===== config.mk =====
export PLATFORM = sky130hd
export DESIGN_NAME = gpio_override_port
export DESIGN_NICKNAME = d
export VERILOG_FILES = /design/src/rtl/gpio_port_pkg.sv /design/src/rtl/gpio_sync.sv /design/src/rtl/gpio_regs.sv /design/src/rtl/gpio_pin_mux.sv /design/src/rtl/gpio_override_port.sv
export SDC_FILE = /design/constraint.sdc
export NUM_CORES = 1
export LEC_CHECK = 0
export BUFFER_PORTS_ARGS = -buffer_cell sky130_fd_sc_hd__buf_2
export CAP_MARGIN = 20
export CORE_ASPECT_RATIO = 1.2
export CORE_UTILIZATION = 30
export DETAILED_ROUTE_END_ITERATION = 8
export PLACE_DENSITY_LB_ADDON = 0.1
export SYNTH_ARGS = -nofsm -noshare
export SYNTH_HDL_FRONTEND = slang
export SYNTH_HIERARCHICAL = 1
export SYNTH_SLANG_ARGS = --single-unit

===== constraint.sdc =====
create_clock -name clk -period 1.4 [get_ports clk]
set_input_delay 0.35 -clock clk [delete_from_list [all_inputs] [get_ports clk]]
set_output_delay 0.35 -clock clk [all_outputs]
set_load 0.005 [all_outputs]

===== src/rtl/gpio_port_pkg.sv =====
package gpio_port_pkg;
  typedef enum logic [1:0] {
    REG_PORT = 2'd0,
    REG_LAT  = 2'd1,
    REG_DIR  = 2'd2,
    REG_NONE = 2'd3
  } reg_sel_e;

  typedef enum logic [1:0] {
    SRC_LATCH = 2'd0,
    SRC_CCP   = 2'd1,
    SRC_SPI   = 2'd2,
    SRC_UART  = 2'd3
  } drv_src_e;
endpackage


===== src/rtl/gpio_sync.sv =====
module gpio_sync #(
  parameter int WIDTH = 8
) (
  input  logic             clk,
  input  logic             rst_n,
  input  logic [WIDTH-1:0] async_in,
  output logic [WIDTH-1:0] sync_out
);
  logic [WIDTH-1:0] stage1_q, stage2_q;

  always_ff @(posedge clk) begin
    if (!rst_n) begin
      stage1_q <= '0;
      stage2_q <= '0;
    end else begin
      stage1_q <= async_in;
      stage2_q <= stage1_q;
    end
  end

  assign sync_out = stage2_q;

  // cycles since reset release, for the latency check only
  logic [1:0] warm_q;
  always_ff @(posedge clk) begin
    if (!rst_n) warm_q <= '0;
    else if (warm_q != 2'd2) warm_q <= warm_q + 2'd1;
  end

  a_r12_two_edge_latency: assert property (@(posedge clk) disable iff (!rst_n)
    (warm_q == 2'd2) |-> (sync_out == $past(async_in, 2)));
endmodule


===== src/rtl/gpio_regs.sv =====
module gpio_regs
  import gpio_port_pkg::*;
#(
  parameter int WIDTH = 8
) (
  input  logic             clk,
  input  logic             rst_n,
  input  logic             bus_valid,
  input  logic             bus_write,
  input  logic [1:0]       bus_addr,
  input  logic [WIDTH-1:0] bus_wdata,
  input  logic [WIDTH-1:0] pin_sync,
  output logic [WIDTH-1:0] lat_q,
  output logic [WIDTH-1:0] dir_q,
  output logic             rd_valid,
  output logic [WIDTH-1:0] rd_data
);
  reg_sel_e         sel;
  logic             wr_go, rd_go;
  logic [WIDTH-1:0] rd_mux;

  assign sel   = reg_sel_e'(bus_addr);
  assign wr_go = bus_valid & bus_write;
  assign rd_go = bus_valid & ~bus_write;

  always_comb begin
    unique case (sel)
      REG_PORT: rd_mux = pin_sync;
      REG_LAT:  rd_mux = lat_q;
      REG_DIR:  rd_mux = dir_q;
      default:  rd_mux = '0;
    endcase
  end

  always_ff @(posedge clk) begin
    if (!rst_n) begin
      lat_q    <= '0;
      dir_q    <= '1;
      rd_valid <= 1'b0;
      rd_data  <= '0;
    end else begin
      rd_valid <= rd_go;
      if (rd_go) rd_data <= rd_mux;
      if (wr_go) begin
        unique case (sel)
          REG_PORT, REG_LAT: lat_q <= bus_wdata;
          REG_DIR:           dir_q <= bus_wdata;
          default:           ;
        endcase
      end
    end
  end

  a_r2_reset_values: assert property (@(posedge clk)
    !rst_n |=> (dir_q == '1 && lat_q == '0));
  a_r3_latch_load: assert property (@(posedge clk) disable iff (!rst_n)
    (wr_go && (bus_addr == 2'd0 || bus_addr == 2'd1)) |=> (lat_q == $past(bus_wdata)));
  a_r5_dir_holds: assert property (@(posedge clk) disable iff (!rst_n)
    !(wr_go && bus_addr == 2'd2) |=> $stable(dir_q));
  a_r4_read_answers: assert property (@(posedge clk) disable iff (!rst_n)
    rd_go |=> rd_valid);
endmodule


===== src/rtl/gpio_pin_mux.sv =====
module gpio_pin_mux
  import gpio_port_pkg::*;
#(
  parameter int WIDTH    = 8,
  parameter int CCP2_PIN = 1
) (
  input  logic [WIDTH-1:0] lat_q,
  input  logic [WIDTH-1:0] dir_q,
  input  logic [WIDTH-1:0] ccp_en,
  input  logic [WIDTH-1:0] ccp_out,
  input  logic [WIDTH-1:0] spi_en,
  input  logic [WIDTH-1:0] spi_out,
  input  logic [WIDTH-1:0] uart_en,
  input  logic [WIDTH-1:0] uart_out,
  input  logic [WIDTH-1:0] force_in,
  input  logic             od_ccp,
  input  logic             od_spi,
  input  logic             od_uart,
  input  logic             pwm_shutdown,
  input  logic             pwm_sd_tristate,
  input  logic             ccp2_map,
  output logic [WIDTH-1:0] pad_oe,
  output logic [WIDTH-1:0] pad_out
);
  for (genvar i = 0; i < WIDTH; i++) begin : g_pin
    logic     ccp_live;
    drv_src_e src;
    logic     val;
    logic     od;

    if (i == CCP2_PIN) begin : g_mapped
      assign ccp_live = ccp_en[i] & ccp2_map;
    end else begin : g_fixed
      assign ccp_live = ccp_en[i];
    end

    always_comb begin
      if (ccp_live)        src = SRC_CCP;
      else if (spi_en[i])  src = SRC_SPI;
      else if (uart_en[i]) src = SRC_UART;
      else                 src = SRC_LATCH;
    end

    always_comb begin
      unique case (src)
        SRC_CCP:  begin val = ccp_out[i];  od = od_ccp;  end
        SRC_SPI:  begin val = spi_out[i];  od = od_spi;  end
        SRC_UART: begin val = uart_out[i]; od = od_uart; end
        default:  begin val = lat_q[i];    od = 1'b0;    end
      endcase
    end

    always_comb begin
      if (src == SRC_LATCH) begin
        pad_oe[i]  = ~dir_q[i] & ~force_in[i];
        pad_out[i] = val;
      end else if (src == SRC_CCP && pwm_shutdown && pwm_sd_tristate) begin
        pad_oe[i]  = 1'b0;
        pad_out[i] = 1'b0;
      end else if (od) begin
        pad_oe[i]  = ~val;
        pad_out[i] = 1'b0;
      end else begin
        pad_oe[i]  = 1'b1;
        pad_out[i] = val;
      end
    end
  end
endmodule


===== src/rtl/gpio_override_port.sv =====
module gpio_override_port
  import gpio_port_pkg::*;
#(
  parameter int WIDTH    = 8,
  parameter int CCP2_PIN = 1
) (
  input  logic             clk,
  input  logic             rst_n,
  input  logic             bus_valid,
  output logic             bus_ready,
  input  logic             bus_write,
  input  logic [1:0]       bus_addr,
  input  logic [WIDTH-1:0] bus_wdata,
  output logic             rd_valid,
  output logic [WIDTH-1:0] rd_data,
  input  logic [WIDTH-1:0] ccp_en,
  input  logic [WIDTH-1:0] ccp_out,
  input  logic [WIDTH-1:0] spi_en,
  input  logic [WIDTH-1:0] spi_out,
  input  logic [WIDTH-1:0] uart_en,
  input  logic [WIDTH-1:0] uart_out,
  input  logic [WIDTH-1:0] force_in,
  input  logic             od_ccp,
  input  logic             od_spi,
  input  logic             od_uart,
  input  logic             pwm_shutdown,
  input  logic             pwm_sd_tristate,
  input  logic             ccp2_map,
  input  logic [WIDTH-1:0] pad_in,
  output logic [WIDTH-1:0] pad_oe,
  output logic [WIDTH-1:0] pad_out,
  output logic [WIDTH-1:0] cap_in
);
  localparam logic [WIDTH-1:0] CCP2_MASK = WIDTH'(1) << CCP2_PIN;

  logic [WIDTH-1:0] pin_sync, lat_q, dir_q;

  assign bus_ready = 1'b1;

  gpio_sync #(.WIDTH(WIDTH)) u_sync (
    .clk(clk), .rst_n(rst_n), .async_in(pad_in), .sync_out(pin_sync)
  );

  gpio_regs #(.WIDTH(WIDTH)) u_regs (
    .clk(clk), .rst_n(rst_n),
    .bus_valid(bus_valid), .bus_write(bus_write),
    .bus_addr(bus_addr), .bus_wdata(bus_wdata),
    .pin_sync(pin_sync), .lat_q(lat_q), .dir_q(dir_q),
    .rd_valid(rd_valid), .rd_data(rd_data)
  );

  gpio_pin_mux #(.WIDTH(WIDTH), .CCP2_PIN(CCP2_PIN)) u_mux (
    .lat_q(lat_q), .dir_q(dir_q),
    .ccp_en(ccp_en), .ccp_out(ccp_out),
    .spi_en(spi_en), .spi_out(spi_out),
    .uart_en(uart_en), .uart_out(uart_out),
    .force_in(force_in),
    .od_ccp(od_ccp), .od_spi(od_spi), .od_uart(od_uart),
    .pwm_shutdown(pwm_shutdown), .pwm_sd_tristate(pwm_sd_tristate),
    .ccp2_map(ccp2_map),
    .pad_oe(pad_oe), .pad_out(pad_out)
  );

  assign cap_in = pin_sync & dir_q;

  a_r9_shutdown_release: assert property (@(posedge clk) disable iff (!rst_n)
    (pwm_shutdown && pwm_sd_tristate) |->
      ((pad_oe & ccp_en & ~(ccp2_map ? '0 : CCP2_MASK)) == '0));
  a_r1_plain_direction: assert property (@(posedge clk) disable iff (!rst_n)
    ((ccp_en | spi_en | uart_en | force_in) == '0) |-> (pad_oe == ~dir_q));
  a_r2_quiet_after_reset: assert property (@(posedge clk)
    !rst_n |=> ((ccp_en | spi_en | uart_en) != '0 || pad_oe == '0));
endmodule


==> results of run 1 <==
-- power by group through the flow --
stage / Clock, mW / Combinational [mW] / Sequential (mW)
floorplan: 0 / 0.348 / 1.25
global placement: 0 / 0.626 / 1.26
detailed placement: 0 / 0.631 / 1.26
CTS: 1.00 / 0.721 / 1.24
global route: 1.05 / 0.848 / 1.25
finish: 0.972 / 0.774 / 1.24
-- final cells by class --
cell class,count,area (sq um)
fillers,781,3990
multi-input cells,222,1710
repair buffers,134,915
flip-flops and latches,41,825
well taps,92,115
clock buffers,7,86.3
inverters,7,31.3
clock inverters,1,30.0
-- worst paths after layout --
check / from / to / slack (ps) / cells past startpoint
min reg2reg: u_sync/stage1_q[7] / u_sync/sync_out[7] / 450 / 1
max: pwm_sd_tristate / pad_oe[2] / -180 / 5
min: pad_in[4] / u_sync/stage1_q[4] / 260 / 2
max reg2reg: u_regs/lat_q[1] / u_regs/rd_data[1] / 310 / 3
-- per-stage QoR --
step / cell area (sq um) / utilization [%] / worst slack, ps / std cells / hold slack, ps
3_5_place_dp: 3160 / 41.0 / -271 / 493 / 432
2_1_floorplan: 2440 / - / 7.00 / 285 / 426
4_1_cts: 3570 / 46.3 / -185 / 503 / 254
3_3_place_gp: 3160 / 41.0 / -267 / 493 / 428
6_report: 3710 / 48.2 / -183 / 504 / 262
5_1_grt: 3710 / 48.2 / -246 / 504 / 260
-- sequential cells by signal, summed over array words and instances, names as in the netlist --
signal           count
u_regs/lat_q         8
u_regs/rd_valid      1
u_sync/sync_out      8
u_regs/rd_data       8
u_sync/stage1_q      8
u_regs/dir_q         8
-- timing repair --
| item | 4_1_cts | 5_1_grt |
|---|---|---|
| buffers inserted | 2 | 0 |
| endpoints found under the hold margin | 0 | 0 |
| endpoints found under the setup margin | 16 | 17 |
| resized for setup | 77 | 32 |
| gates cloned | 0 | 1 |
| pin swaps | 28 | 16 |
| hold buffers | 0 | 0 |
-- metal layers --
metal  vias to the layer above  track usage (%)  share of wire [%]  wire, microns
li1                       1293                -                  -              -
met1                      1208             21.2                 42           3100
met2                        99             30.3                 51           3760
met3                        11             3.04                5.7            420
met4                         0             4.17                1.8            137
met5                         -                0                  0              0
-- cell families after synthesis --
group | count (synthesis)
AND/OR/NAND/NOR | 129
other | 1
AO/OA/AOI/OAI | 75
buffers and inverters | 23
multiplexers | 16
flip-flops | 41
-- cells in the mapped netlist (2+ instances only) --
| master | n |
|---|---|
| dfxtp_1 | 41 |
| nand2_1 | 33 |
| nor2_1 | 23 |
| a21oi_1 | 17 |
| and2_1 | 17 |
| and2_2 | 12 |
| nand3b_1 | 11 |
| nor3_1 | 11 |
| a22oi_1 | 10 |
| nand3_1 | 9 |
| a211oi_1 | 8 |
| a222oi_1 | 8 |
| mux2i_1 | 8 |
| buf_2 | 5 |
| inv_1 | 5 |
| mux2_4 | 5 |
| o21ai_0 | 5 |
| a221oi_2 | 4 |
| a22o_1 | 4 |
| a31o_1 | 4 |
| clkbuf_2 | 4 |
| o21ai_1 | 4 |
| or3_1 | 4 |
| a21o_1 | 3 |
| a221oi_1 | 3 |
| buf_4 | 3 |
| buf_6 | 3 |
| mux2_2 | 3 |
| nor2b_1 | 3 |
| o211ai_1 | 2 |
==> metrics.csv, run 1 <==
metric;value;unit
Top FF cell, synth;dfxtp_1;
First-pass DRT Iterations;4;
Critical Path AT;1230;ps
fin crit period;1580;ps
commonest non-fill, non-tap cell in the layout;buf_2;
Switching Share;25.9;%
CTS tree;built;
IO Port Bufs;116;
largest family of logic cells by synthesized area;simple AND/OR/NAND/NOR gates;
total die area;8380;sq um
Final Total Pwr;2.99;mW
Yosys cell types;43;
highest-count cells in the layout ignoring fill and taps;buf_2 (94), dfxtp_1 (38), nand2_1 (30);
Post-DRT Antenna Nets;0;
Hold Path Class;in -> reg;
max-slew violations;0;
final setup skew;3.31;ps
outcome;finished with violations;
core area;7710;sq um
post-route worst setup slack;-183;ps
simple-gate share of the synthesized area;28.4;%
Crit. End Element;primary output;
CTS sink count;41;
Worst-Skew Late Latency;290;ps
period utilization;113;%
syn_nets;369;
post-route setup TNS;-2300;ps
via count;2611;
ys async rst share;0;%
area grow syn2layout;54.5;%
Yosys warnings;6;
CTS Buf Count;5;
max cap viols;0;
P_sw;0.774;mW
pwr dens;804;nW/um^2
total track usage;17.0;%
final hold viol count;0;
Row Count;35;
CP Cell Sequence;buf_4 -> and2_2 -> a221oi_2 -> a21o_1 -> buf_2;
first-pass GRT wire length;11700;microns
sequential area share after synthesis;34.1;%
Reg power frac;41.5;%
part of the power in combinational logic;25.9;%
post-synth design cell area;2400;sq um
cell type with the largest total area after synthesis;dfxtp_1;
clock slew at reported path FFs;80;ps
hpwl dp;5300;microns
die width;83.7;microns
initial antenna violation count;0;
GRT overflow;0;
Adder-Cell Fraction of Synth Area;0;%
leakage;1.71;nW
n_diodes;0;
Root Buffer;clkbuf_8;
IO Pins;118;
post-synthesis mux area share;7.86;%
CP max-delay cell;a221oi_2;
largest net degree at the start of global routing;19;
RSZ-0062 raised after global routing;yes;
violated checks;setup timing;
CP top delay family;compound AO/OA/AOI/OAI gates;
layout cells sized above 1;53.6;%
xor-xnor portion of the synthesized cell area;0;%
Max Fclk;0.632;GHz
die height;100;microns
Peak VDD IR;0.666;mV
post-synth top area share;34.1;%
critical path class;in -> out;
H-tree depth;2;
CP Max Fanout;5;
Synth Register Bits;41;
DR vias/cell;5.18;
Post-synth EDFFs;0;
DRC;0;
Startpoint Class;input port;
Post-Synthesis Mean Instance Area;8.43;sq um
Clock power frac;32.5;%
vias in the first global route;2491;
CP required;1050;ps
final wirelength;7420;microns
worst path buffer plus inverter count;2;
dominant cells by area after synthesis;dfxtp_1 (34%), nand2_1 (5.2%), and2_1 (4.4%);
# nets final;495;
initial drt markers;82;
WL per Instance;14.7;microns
post-synthesis instance total;285;
CTS Buffer Depth;2;
CP max stage delay;300;ps
final number of setup-violating endpoints;16;
GP Congestion;0.772;
post-synthesis compound-gate area fraction;23.9;%
Initial Utilization;31.2;%
Power Internal;2.21;mW
(Power assumes the default switching activity.)
==> inputs of run 2 (changes only) <==
--- a/config.mk
+++ b/config.mk
@@ -9,6 +9,7 @@
 export CAP_MARGIN = 20
 export CORE_ASPECT_RATIO = 1.2
 export CORE_UTILIZATION = 30
+export CTS_CLUSTER_SIZE = 25
 export DETAILED_ROUTE_END_ITERATION = 8
 export PLACE_DENSITY_LB_ADDON = 0.1
 export SYNTH_ARGS = -nofsm -noshare
==> constraint.sdc (replaced) <==
create_clock -name clk -period 1.4 [get_ports clk]
set_input_delay 0.28 -clock clk [delete_from_list [all_inputs] [get_ports clk]]
set_output_delay 0.28 -clock clk [all_outputs]
set_load 0.005 [all_outputs]
==> metrics.csv, run 2 (synthesized netlist as in run 1, its figures left out) <==
metric;value;unit;change
outcome;finished with violations;;unchanged
violated checks;setup timing;;unchanged
worst reg2reg path depth;3;;unchanged
highest-count cells in the layout ignoring fill and taps;buf_2 (96), dfxtp_1 (34), nand2_1 (30);;was buf_2 (94), dfxtp_1 (38), nand2_1 (30)
Final Instance Count excl. Fillers;500;;was 504
hold path cells;2;;unchanged
initial drt markers;77;;was 82
GRT overflow;0;;unchanged
CTS Buf Count;5;;unchanged
CTS tree;built;;unchanged
Worst-Skew Late Latency;290;ps;about the same
Worst Min Path Start;pad_in[2];;was pad_in[4]
total die area;8380;sq um;unchanged
FILL cells;790;;was 781
post-route worst setup slack;-16.0;ps;was -183 ps
Crit. End Element;primary output;;unchanged
H-tree depth;2;;unchanged
max-slew violations;0;;unchanged
Hold Slack;189;ps;was 262 ps
final number of setup-violating endpoints;8;;was 16
DR vias/cell;5.01;;was 5.18
core area;7710;sq um;unchanged
via count;2504;;was 2,611
Worst Setup SP;spi_en[0];;was pwm_sd_tristate
pwr dens;771;nW/um^2;was 804 nW/um^2
die width;83.7;microns;unchanged
# nets final;491;;was 495
vias in the first global route;2288;;was 2,491
Row Count;35;;unchanged
DRC;0;;unchanged
die height;100;microns;unchanged
Root Buffer;clkbuf_8;;unchanged
Post-DRT Antenna Nets;0;;unchanged
Peak VDD IR;0.686;mV;was 0.666 mV
commonest non-fill, non-tap cell in the layout;buf_2;;unchanged
final hold viol count;0;;unchanged
layout cells sized above 1;53.7;%;was 53.6%
reg2reg start;u_regs/lat_q[2];;was u_regs/lat_q[1]
Critical Path AT;1140;ps;was 1230 ps
CP max-delay cell;or3_4;;was a221oi_2
leakage;1.65;nW;was 1.71 nW
largest net degree at the start of global routing;18;;was 19
IO Pins;118;;unchanged
First-pass DRT Iterations;4;;unchanged
CP Max Fanout;5;;unchanged
final setup skew;8.22;ps;was 3.31 ps
first-pass GRT wire length;11100;microns;was 11,700 microns
CTS Buffer Depth;2;;unchanged
CP required;1120;ps;was 1050 ps
n_diodes;0;;unchanged
Hold Buf Count CTS;0;;unchanged
hpwl dp;5330;microns;was 5300 microns
number of instances in the placed design;491;;was 493
final wirelength;7020;microns;was 7420 microns
IO Port Bufs;116;;unchanged
CP max stage delay;400;ps;was 300 ps
GP Congestion;0.775;;was 0.772
initial antenna violation count;0;;unchanged
period utilization;101;%;was 113%
fin crit period;1420;ps;was 1580 ps
CTS sink count;41;;unchanged
Max Fclk;0.706;GHz;was 0.632 GHz
Hold Path Class;in -> reg;;unchanged
area grow syn2layout;49.9;%;was 54.5%
Startpoint Class;input port;;unchanged
RSZ-0062 raised after global routing;yes;;unchanged
CP Cell Sequence;buf_8 -> or3_4 -> nor3_2 -> a31o_1 -> buf_2;;was buf_4 -> and2_2 -> a221oi_2 -> a21o_1 -> buf_2
max cap viols;0;;unchanged
Initial Utilization;31.2;%;unchanged
critical path class;in -> out;;unchanged
clock slew at reported path FFs;80;ps;about the same
total track usage;16.1;%;was 17.0%
WL per Instance;14.0;microns;was 14.7 microns
## run 2: cell count changes in the layout (fill, tap and decap cells not counted), moves of 3 or more
cell and change:
dfxtp_2 +4, a22oi_2 +3, dfxtp_1 -4, buf_4 -5
nor3_1 +3, a22oi_1 -3
## run 2: what timing repair did
action                     in CTS  in global routing
resized for setup              66                 38
setup buffers                   1                  0
setup endpoints to repair      16                 16
pin swaps                      30                 23
## run 2: cell type report
| cell class | count | area [sq um] | area share (%) |
|---|---|---|---|
| clock inverter | 2 | 13.8 | 0.382 |
| clock buffer | 6 | 82.6 | 2.29 |
| timing repair buffer | 131 | 875 | 24.3 |
| sequential | 41 | 830 | 23.0 |
| multi-input combinational | 221 | 1660 | 46.0 |
| tap | 92 | 115 | 3.19 |
| inverter | 7 | 31.3 | 0.868 |
## run 2: final timing paths
kind / endpoint / slack, ps
setup / recovery: pad_oe[0] / -20
hold reg to reg: u_sync/sync_out[7] / 450
hold / removal: u_sync/stage1_q[2] / 190
setup reg to reg: u_regs/rd_data[2] / 310
## run 2: per-stage QoR
stage / worst slack, ps / power (mW) / util, % / setup TNS, ps / area [sq um]
2_1_floorplan: 127 / 1.59 / - / 0 / 2400
3_3_place_gp: -139 / 1.88 / 40.7 / -1400 / 3140
3_5_place_dp: -143 / 1.88 / 40.7 / -1480 / 3140
4_1_cts: -47.9 / 2.77 / 45.0 / -99.2 / 3460
5_1_grt: -94.5 / 2.95 / 46.8 / -584 / 3600
6_report: -16.0 / 2.78 / 46.8 / -69.6 / 3600
## run 2: power breakdown
group,switching (mW),internal (mW),total [mW]
registers,0.0307,1.21,1.24
logic,0.330,0.404,0.734
clock network,0.403,0.399,0.802
total,0.764,2.01,2.78
## run 2: metal layers
metal / wire [microns] / global-route usage [%] / vias up
met5: 0 / 0 / -
met4: 45 / 3.52 / 0
met3: 346 / 3.21 / 5
met2: 3420 / 28.5 / 75
met1: 3220 / 20.4 / 1140
li1: - / - / 1284
## run 2: worst max-delay path, delay by kind of cell
kind,cells,cell delay (ps)
AND/OR/NAND/NOR,2,510
AO/OA/AOI/OAI,1,130
buffers and inverters,2,210
